--- config.mk ---
export PLATFORM = sky130hd
export DESIGN_NAME = adc_correction_combiner
export DESIGN_NICKNAME = d
export VERILOG_FILES = /design/src/rtl/adc_comb_pkg.sv /design/src/rtl/adc_stage_encoder.sv /design/src/rtl/adc_align_delay.sv /design/src/rtl/adc_overlap_adder.sv /design/src/rtl/adc_correction_combiner.sv
export SDC_FILE = /design/constraint.sdc
export NUM_CORES = 1
export LEC_CHECK = 0
export BUFFER_PORTS_ARGS = -buffer_cell sky130_fd_sc_hd__buf_2
export CORE_MARGIN = 10
export CORE_UTILIZATION = 50
export DETAILED_ROUTE_END_ITERATION = 8
export HOLD_SLACK_MARGIN = 0.08
export PLACE_DENSITY = 0.82
export SLEW_MARGIN = 5
export SYNTH_ARGS = -nofsm -noshare
export SYNTH_HDL_FRONTEND = slang
export SYNTH_HIERARCHICAL = 1
export SYNTH_SLANG_ARGS = --single-unit
export TNS_END_PERCENT = 1
--- constraint.sdc ---
create_clock -name clk -period 4.1 [get_ports clk]
set_input_delay 1.23 -clock clk [delete_from_list [all_inputs] [get_ports clk]]
set_output_delay 1.23 -clock clk [all_outputs]
set_load 0.05 [all_outputs]
--- src/rtl/adc_comb_pkg.sv ---
package adc_comb_pkg;

  // Width of one coarse field: two comparator bits in 1.5-bit mode.
  function automatic int code_width(int half_bit, int stage_bits);
    return (half_bit != 0) ? 2 : stage_bits;
  endfunction

  // Left shift applied to stage idx; the final stage is not shifted.
  function automatic int stage_shift(int idx, int num_stages, int cw, int last_bits);
    if (idx >= num_stages - 1) return 0;
    return (last_bits - 1) + (num_stages - 2 - idx) * (cw - 1);
  endfunction

  // Corrected output resolution.
  function automatic int out_width(int num_stages, int cw, int last_bits);
    return (num_stages - 1) * (cw - 1) + last_bits;
  endfunction

endpackage

--- src/rtl/adc_stage_encoder.sv ---
module adc_stage_encoder #(
  parameter int CODE_W   = 4,
  parameter int HALF_BIT = 0
) (
  input  logic [CODE_W-1:0] raw_i,
  output logic [CODE_W-1:0] code_o
);

  if (HALF_BIT != 0) begin : g_thermo
    // Lower comparator in bit0, upper in bit1.
    always_comb begin
      case (raw_i)
        CODE_W'(0): code_o = CODE_W'(0);
        CODE_W'(1): code_o = CODE_W'(1);
        CODE_W'(3): code_o = CODE_W'(2);
        default:    code_o = CODE_W'(1);
      endcase
    end

    always_comb begin
      assert_thermo_legal_R8: assert (code_o != CODE_W'(3));
    end
  end else begin : g_binary
    always_comb code_o = raw_i;
  end

endmodule

--- src/rtl/adc_align_delay.sv ---
module adc_align_delay #(
  parameter int WIDTH = 4,
  parameter int DEPTH = 1
) (
  input  logic             clk,
  input  logic             rst_n,
  input  logic [WIDTH-1:0] d_i,
  output logic [WIDTH-1:0] q_o
);

  logic [WIDTH-1:0] stg_q [DEPTH];
  logic [WIDTH-1:0] stg_d [DEPTH];
  logic             shift_en;

  // Full throughput: the line advances on every clock.
  assign shift_en = 1'b1;

  always_comb begin
    stg_d[0] = d_i;
    for (int j = 1; j < DEPTH; j++) stg_d[j] = stg_q[j-1];
  end

  always_ff @(posedge clk or negedge rst_n) begin
    if (!rst_n) begin
      for (int j = 0; j < DEPTH; j++) stg_q[j] <= '0;
    end else if (shift_en) begin
      for (int j = 0; j < DEPTH; j++) stg_q[j] <= stg_d[j];
    end
  end

  assign q_o = stg_q[DEPTH-1];

  assert_align_entry_R2: assert property (@(posedge clk) disable iff (!rst_n)
    1'b1 |=> stg_q[0] == $past(d_i));

  for (genvar j = 1; j < DEPTH; j++) begin : g_chk
    assert_align_shift_R2: assert property (@(posedge clk) disable iff (!rst_n)
      1'b1 |=> stg_q[j] == $past(stg_q[j-1]));
  end

endmodule

--- src/rtl/adc_overlap_adder.sv ---
module adc_overlap_adder
  import adc_comb_pkg::*;
#(
  parameter int NUM_STAGES = 4,
  parameter int CODE_W     = 4,
  parameter int LAST_BITS  = 3,
  parameter int OUT_W      = 12
) (
  input  logic [(NUM_STAGES-1)*CODE_W-1:0] codes_i,
  input  logic [LAST_BITS-1:0]             fine_i,
  input  logic                             offset_en_i,
  output logic [OUT_W-1:0]                 sum_o
);

  localparam int SW     = OUT_W + 3;
  localparam int B1     = (NUM_STAGES > 2) ? CODE_W : LAST_BITS;
  localparam int OFS_SH = (B1 - 2) + stage_shift(1, NUM_STAGES, CODE_W, LAST_BITS);
  localparam logic signed [SW-1:0] OFS_V = SW'(1) << OFS_SH;
  localparam logic signed [SW-1:0] TOP_V = (SW'(1) << OUT_W) - SW'(1);

  logic signed [SW-1:0] acc;

  always_comb begin
    acc = SW'(fine_i);
    for (int i = 0; i < NUM_STAGES - 1; i++) begin
      acc = acc + (SW'(codes_i[i*CODE_W +: CODE_W]) << stage_shift(i, NUM_STAGES, CODE_W, LAST_BITS));
    end
    if (offset_en_i) acc = acc - OFS_V;
    if (acc < 0)          sum_o = '0;
    else if (acc > TOP_V) sum_o = TOP_V[OUT_W-1:0];
    else                  sum_o = acc[OUT_W-1:0];
  end

  // Without the offset every term is non-negative, so the word never
  // falls below the unshifted final-stage code.
  always_comb begin
    if (!offset_en_i) begin
      assert_floor_R5: assert (sum_o >= OUT_W'(fine_i));
    end
  end

endmodule

--- src/rtl/adc_correction_combiner.sv ---
module adc_correction_combiner
  import adc_comb_pkg::*;
#(
  parameter int NUM_STAGES = 4,
  parameter int STAGE_BITS = 4,
  parameter int LAST_BITS  = 3,
  parameter int HALF_BIT   = 0
) (
  input  logic clk,
  input  logic rst_n,
  input  logic valid_i,
  input  logic half_lsb_offset_i,
  input  logic [(NUM_STAGES-1)*code_width(HALF_BIT, STAGE_BITS)-1:0] coarse_codes_i,
  input  logic [LAST_BITS-1:0] fine_code_i,
  output logic valid_o,
  output logic [out_width(NUM_STAGES, code_width(HALF_BIT, STAGE_BITS), LAST_BITS)-1:0] result_o
);

  localparam int CW    = code_width(HALF_BIT, STAGE_BITS);
  localparam int OUT_W = out_width(NUM_STAGES, CW, LAST_BITS);

  logic [(NUM_STAGES-1)*CW-1:0] aligned_codes;
  logic                         aligned_valid;
  logic [OUT_W-1:0]             sum_w;
  logic [OUT_W-1:0]             result_d, result_q;
  logic                         valid_d, valid_q;

  for (genvar i = 0; i < NUM_STAGES - 1; i++) begin : g_stage
    logic [CW-1:0] enc_code;
    logic [CW-1:0] algn_code;

    adc_stage_encoder #(
      .CODE_W   (CW),
      .HALF_BIT (HALF_BIT)
    ) u_enc (
      .raw_i  (coarse_codes_i[i*CW +: CW]),
      .code_o (enc_code)
    );

    adc_align_delay #(
      .WIDTH (CW),
      .DEPTH (NUM_STAGES - 1 - i)
    ) u_dly (
      .clk   (clk),
      .rst_n (rst_n),
      .d_i   (enc_code),
      .q_o   (algn_code)
    );

    assign aligned_codes[i*CW +: CW] = algn_code;
  end

  adc_align_delay #(
    .WIDTH (1),
    .DEPTH (NUM_STAGES - 1)
  ) u_vld_dly (
    .clk   (clk),
    .rst_n (rst_n),
    .d_i   (valid_i),
    .q_o   (aligned_valid)
  );

  adc_overlap_adder #(
    .NUM_STAGES (NUM_STAGES),
    .CODE_W     (CW),
    .LAST_BITS  (LAST_BITS),
    .OUT_W      (OUT_W)
  ) u_add (
    .codes_i     (aligned_codes),
    .fine_i      (fine_code_i),
    .offset_en_i (half_lsb_offset_i),
    .sum_o       (sum_w)
  );

  always_comb begin
    result_d = result_q;
    if (aligned_valid) result_d = sum_w;
    valid_d = aligned_valid;
  end

  always_ff @(posedge clk or negedge rst_n) begin
    if (!rst_n) begin
      result_q <= '0;
      valid_q  <= 1'b0;
    end else begin
      result_q <= result_d;
      valid_q  <= valid_d;
    end
  end

  assign result_o = result_q;
  assign valid_o  = valid_q;

  assert_hold_R9: assert property (@(posedge clk) disable iff (!rst_n)
    !aligned_valid |=> $stable(result_o));

endmodule

# Word level (Yosys, flattened, before mapping)
# Index checks and enable logic that the tools add are counted.
dict set report op_classes {
  order_cmp 2
  addsub 4
  n_mux 3
}
# cell count
set ops {}
lappend ops {{$mux 12} 2}
lappend ops {{$add 15x6->15} 1}
lappend ops {{$add 15x9->15} 1}
lappend ops {{$gt 15x13->1 const B} 1}
lappend ops {{$lt 15x1->1 const B} 1}
lappend ops {{$mux 15} 1}
lappend ops {{$sub 15x9->15 const B} 1}
lappend ops {{$add 3x12->13} 1}
dict set report word_totals {
  output_inout_bits 13
  register_bits 40
}

# Logic depth before layout (Yosys ltp)
dict set report depth {
  depth_word 8
  ltp_mapped 12
  depth_no_buf 12
}

# Modules after synthesis
# Netlist, hierarchy kept.
# module n_inst area_per_inst_um2 cells_each
set by_module_without_submodules {}
lappend by_module_without_submodules {adc_overlap_adder 1 614.3 86}
lappend by_module_without_submodules {adc_correction_combiner 1 509.2 26}
lappend by_module_without_submodules {{adc_align_delay at g_stage[0].u_dly} 1 300.3 12}
lappend by_module_without_submodules {{adc_align_delay at g_stage[1].u_dly} 1 200.2 8}
lappend by_module_without_submodules {{adc_align_delay at g_stage[2].u_dly} 1 100.1 4}
lappend by_module_without_submodules {adc_stage_encoder 3 30.0 4}
lappend by_module_without_submodules {{adc_align_delay at u_vld_dly} 1 75.1 3}

# Worst setup path before layout
# Ideal clock, no wire load.
dict set report synth_path {
  kind {in2reg}
  from {input port fine_code_i[2]}
  to {register result_q[0] (netlist: result_o[0])}
  t_required_ns 3.975
  path_slack_ns 0.334
  setup_ns 0.125
  arrival_ns 3.641
  path_stages 12
  path_cell_list {ha_1 > ha_1 > a31o_2 > nand3_1 > xor2_1 > ha_1 > and2_0 > and3_1 > a221o_2 > and2_2 > a21o_1 > mux2_4}
}
dict set report synth_via {
  elab_chain_cells 8
  elab_cells_between_ends 9
  cone_classes {4 x add/sub; 2 x order compare; 3 x mux}
}
# element line_no
set synth_lines {}
lappend synth_lines {{from (decl)} adc_correction_combiner.sv:14} ;# input logic [LAST_BITS-1:0] fine_code_i,
lappend synth_lines {{$add 3x12->13 (*)} adc_overlap_adder.sv:26} ;# acc = acc + (SW'(codes_i[i*CODE_W +: CODE_W]) << stage_shift(i, NUM_STAGES, CODE_W, LAST_BITS));
lappend synth_lines {{$add 15x9->15 (*)} adc_overlap_adder.sv:26}
lappend synth_lines {{$add 15x6->15 (*)} adc_overlap_adder.sv:26}
lappend synth_lines {{$sub 15x9->15} adc_overlap_adder.sv:28} ;# if (offset_en_i) acc = acc - OFS_V;
lappend synth_lines {{$mux 15 (*)} adc_overlap_adder.sv:28}
lappend synth_lines {{$gt 15x13->1} adc_overlap_adder.sv:30} ;# else if (acc > TOP_V) sum_o = TOP_V[OUT_W-1:0];
lappend synth_lines {{$mux 12} adc_overlap_adder.sv:30}
lappend synth_lines {{$mux 12 (*)} adc_overlap_adder.sv:29} ;# if (acc < 0) sum_o = '0;
lappend synth_lines {{named net sum_w[0]} adc_correction_combiner.sv:24} ;# logic [OUT_W-1:0] sum_w;
lappend synth_lines {{to (signal assigned)} adc_correction_combiner.sv:86} ;# result_q <= result_d;
lappend synth_lines {{to (decl)} adc_correction_combiner.sv:25} ;# logic [OUT_W-1:0] result_d, result_q;
# Mark *: on every way through the listed nets, which the timed path passes. The rest lies on a longest branch.
# A chain may end at the register's enable or synchronous reset.

# Worst setup path after layout
dict set report layout_path {
  from {input port fine_code_i[2]}
  to {register result_q[1] (netlist: result_o[1])}
}
# The elaborated chain is that of the path after synthesis.

==> impl_metrics.csv <==
group,metric,value,unit
detailed_routing,dr.pass1.iters,4,
synthesis,async_flop_share,100,%
layout,utilization,57.2,%
power_and_ir_drop,p_int,0.000648,W
clock_network,cts_buffers,5,
place,dp_hpwl,2.61,mm
floorplanning,die_height,81.5,µm
min_path,min_to,"g_stage[0].u_dly/q_o[1]$_DFF_PN0_",
synthesis,synth-seq-cells,40,
floorplanning,io_pins,32,
detailed_routing,wirelength,3.52,mm
detailed_routing,drt-vias-per-instance,5.44,
synthesis,synth_seq_area_share,53.0,%
detailed_routing,drc_errors,0,
floorplanning,die_w,81.5,µm
clock_network,clock_latency,0.29,ns
layout,nets,200,
layout,drive_gt1_share,36.2,%
job,drv_cap,0,
critical_path,crit_path_end_kind,"flip-flop",
synthesis,syn-num-nets,175,
synthesis,synth_top_area_share,53.0,%
synthesis,avgSynthCellArea,12.5,µm²
timing,max_freq,0.271,GHz
power_and_ir_drop,power_leakage,0.983,nW
clock_network,htreeDepth,2,
grt,grt_pass1_vias,1344,
timing,finalCritPeriodShare,89.8,%
min_path,min-delay-start,"g_stage[0].u_dly/stg_d[1]$_DFF_PN0_",
detailed_routing,first_iter_violations,73,
synthesis,synth_edf_count,0,
clock_network,cts_tree,"built",
timing,final-setup-viol-count,0,
grt,grt_max_degree,41,
clock_network,clock-root-buffer,"clkbuf_8",
floorplanning,dieArea,6640,µm²
timing,fin_hold_ws,0.348,ns
place,place_congestion,0.870,
timing,fin_crit,3.68,ns
power_and_ir_drop,p_seq_share,48.3,%
clock_network,cts_hold_buf,0,
power_and_ir_drop,clkPwrFrac,28.0,%
grt,grt_pass1_wl,6.08,mm
clock_network,post-cts-setup-buffers,0,
layout,area_growth_syn_to_layout,10.8,%
synthesis,synth_top_cells_by_area,"dfrtp_1 53%, mux2_4 7.9%, buf_4 5.2%",
clock_network,clk_pin_slew,0.08,ns
critical_path,path_class,"in -> reg",
synthesis,yosysTopAreaCell,"dfrtp_1",
layout,diodes,0,
outcome,status,"completed",
grt,grt_usage,12.0,%
clock_network,clock_sinks,40,
synthesis,yosysWarnings,6,
floorplanning,core-area,3660,µm²
layout,final-seq-area,1000,µm²
critical_path,r2r_end,"result_o[1]$_DFFE_PN0P_",
floorplanning,num_rows,22,
synthesis,synthFlopType,"dfrtp_1",
power_and_ir_drop,switchingPower,0.000291,W
critical_path,r2r-start,"g_stage[1].u_dly/q_o[0]$_DFF_PN0_",
timing,final.setup.tns,0,ns
synthesis,synth_area,1890,µm²
synthesis,syn_inst,151,
detailed_routing,routedWlPerCell,15.6,µm
layout,multi_input_area,764,µm²
clock_network,cts_resized,0,
grt,antenna_found_initial,0,
power_and_ir_drop,sw_frac_of_total,31.0,%
timing,finalClockSkew,0.00932,ns
critical_path,reg2reg_setup_slack,1.02,ns
grt,grt-ovfl-total,0,
critical_path,cp.required,4.27,ns
critical_path,crit_path_start_kind,"input port",
timing,tightest_slew,0.817,ns
clock_network,clockBufferDepth,2,
layout,fill_cells,308,
synthesis,ys_types,42,
timing,hold_viol,0,
timing,drv_slew,0,
timing,rsz0062_at_grt,"false",
min_path,hp-class,"reg -> reg",
min_path,min_path_cells,0,
power_and_ir_drop,ir_drop,0.000282,V
power_and_ir_drop,combPwrFrac,23.7,%
detailed_routing,num_vias,1225,
power_and_ir_drop,power.density,449,nW/µm²
detailed_routing,ant_nets,0,
critical_path,crit_arrival,3.86,ns
layout,mostFrequentLayoutCells,"40 x dfrtp_1, 31 x buf_2, 10 x mux2_4",
critical_path,reg2regPathDepth,11,
floorplanning,start_util,51.6,%
timing,max_slew_margin,45.5,%
layout,layout_commonest_cell,"dfrtp_1",
place,io_buffers,31,
critical_path,cp_max_fo,4,
## metal layers
layer  track usage (%)  share of wire, %  up-vias
met5                 0                 0        -
met4              6.57               2.9        0
met3              4.04               5.0       12
met2              19.7                50       42
met1              13.4                43      598
li1                  -                 -      573
## final cells by class
class                           count  area share (%)
Sequential cell                    40            47.8
Multi-Input combinational cell     95            36.5
Timing Repair Buffer               33            8.13
Clock buffer                        7            4.12
Tap cell                           48            2.87
Clock inverter                      1           0.359
Inverter                            1           0.179
## stage by stage
| step | area (µm²) | setup WS [ns] | total power (W) | cells |
|---|---|---|---|---|
| after CTS | 2090 | 0.427 | 0.000950 | 225 |
| final | 2090 | 0.416 | 0.000939 | 225 |
| after global routing | 2090 | 0.300 | 0.000990 | 225 |
| after detailed placement | 2000 | 0.137 | 0.000685 | 217 |
| after global placement | 2000 | 0.200 | 0.000679 | 217 |
| after floorplan | 1890 | 0.334 | 0.000632 | 151 |
## sequential cells by signal, indices dropped and copies added (netlist names)
name	flops
valid_o	1
g_stage.u_dly/q_o	12
g_stage.u_dly/stg_d	12
u_vld_dly/q_o	1
u_vld_dly/stg_d	2
result_o	12
## worst max-delay path: stages
cell	delay, ns
buf_2	0.10
ha_1	0.20
ha_1	0.24
a31o_2	0.28
nand3_1	0.10
xor2_1	0.09
ha_1	0.23
and2_0	0.17
and3_1	0.16
a221o_2	0.42
and2_2	0.23
a21o_1	0.15
mux2_4	0.25
## kinds of logic (layout without fill, tap and decap cells)
logic type,Yosys count,count (layout),share of synthesized area [%]
flops,40,40,53.0
simple gates,34,34,9.74
compound gates,31,31,12.1
buf+inv,16,42,6.56
mux,13,13,9.73
xor+xnor,11,11,5.10
fa+ha+maj,6,6,3.84
## worst max-delay path by stage
stage | from | endpoint | slack [ns] | cells after the start
floorplan | fine_code_i[2] | result_o[0]$_DFFE_PN0P_ | 0.33 | 12
global placement | fine_code_i[2] | result_o[2]$_DFFE_PN0P_ | 0.20 | 13
detailed placement | fine_code_i[2] | result_o[3]$_DFFE_PN0P_ | 0.14 | 13
CTS | fine_code_i[2] | result_o[1]$_DFFE_PN0P_ | 0.43 | 13
global route | fine_code_i[2] | result_o[3]$_DFFE_PN0P_ | 0.30 | 13
finish | fine_code_i[2] | result_o[1]$_DFFE_PN0P_ | 0.42 | 13
## power groups by stage
stage | Sequential, W | Clock [W] | Combinational (W)
after floorplan | 0.000532 | 0 | 0.0000998
after global placement | 0.000458 | 0 | 0.000221
after detailed placement | 0.000461 | 0 | 0.000224
after CTS | 0.000454 | 0.000272 | 0.000224
after global routing | 0.000460 | 0.000291 | 0.000239
final | 0.000454 | 0.000262 | 0.000223
## cell usage after synthesis (2+ instances only)
library cell,count
nor3_1,2
o21ai_0,6
a21o_1,4
nand4_1,2
nor2b_1,2
a21oi_1,5
nor2_1,3
xnor2_1,8
nand2b_1,2
nand3_1,5
and2_2,2
buf_6,2
a31o_2,2
mux2_2,3
xor2_1,3
ha_1,5
nand2_1,8
and3_1,3
dfrtp_1,40
mux2_4,10
buf_4,13
No activity file was read; power rests on OpenSTA's default activity.
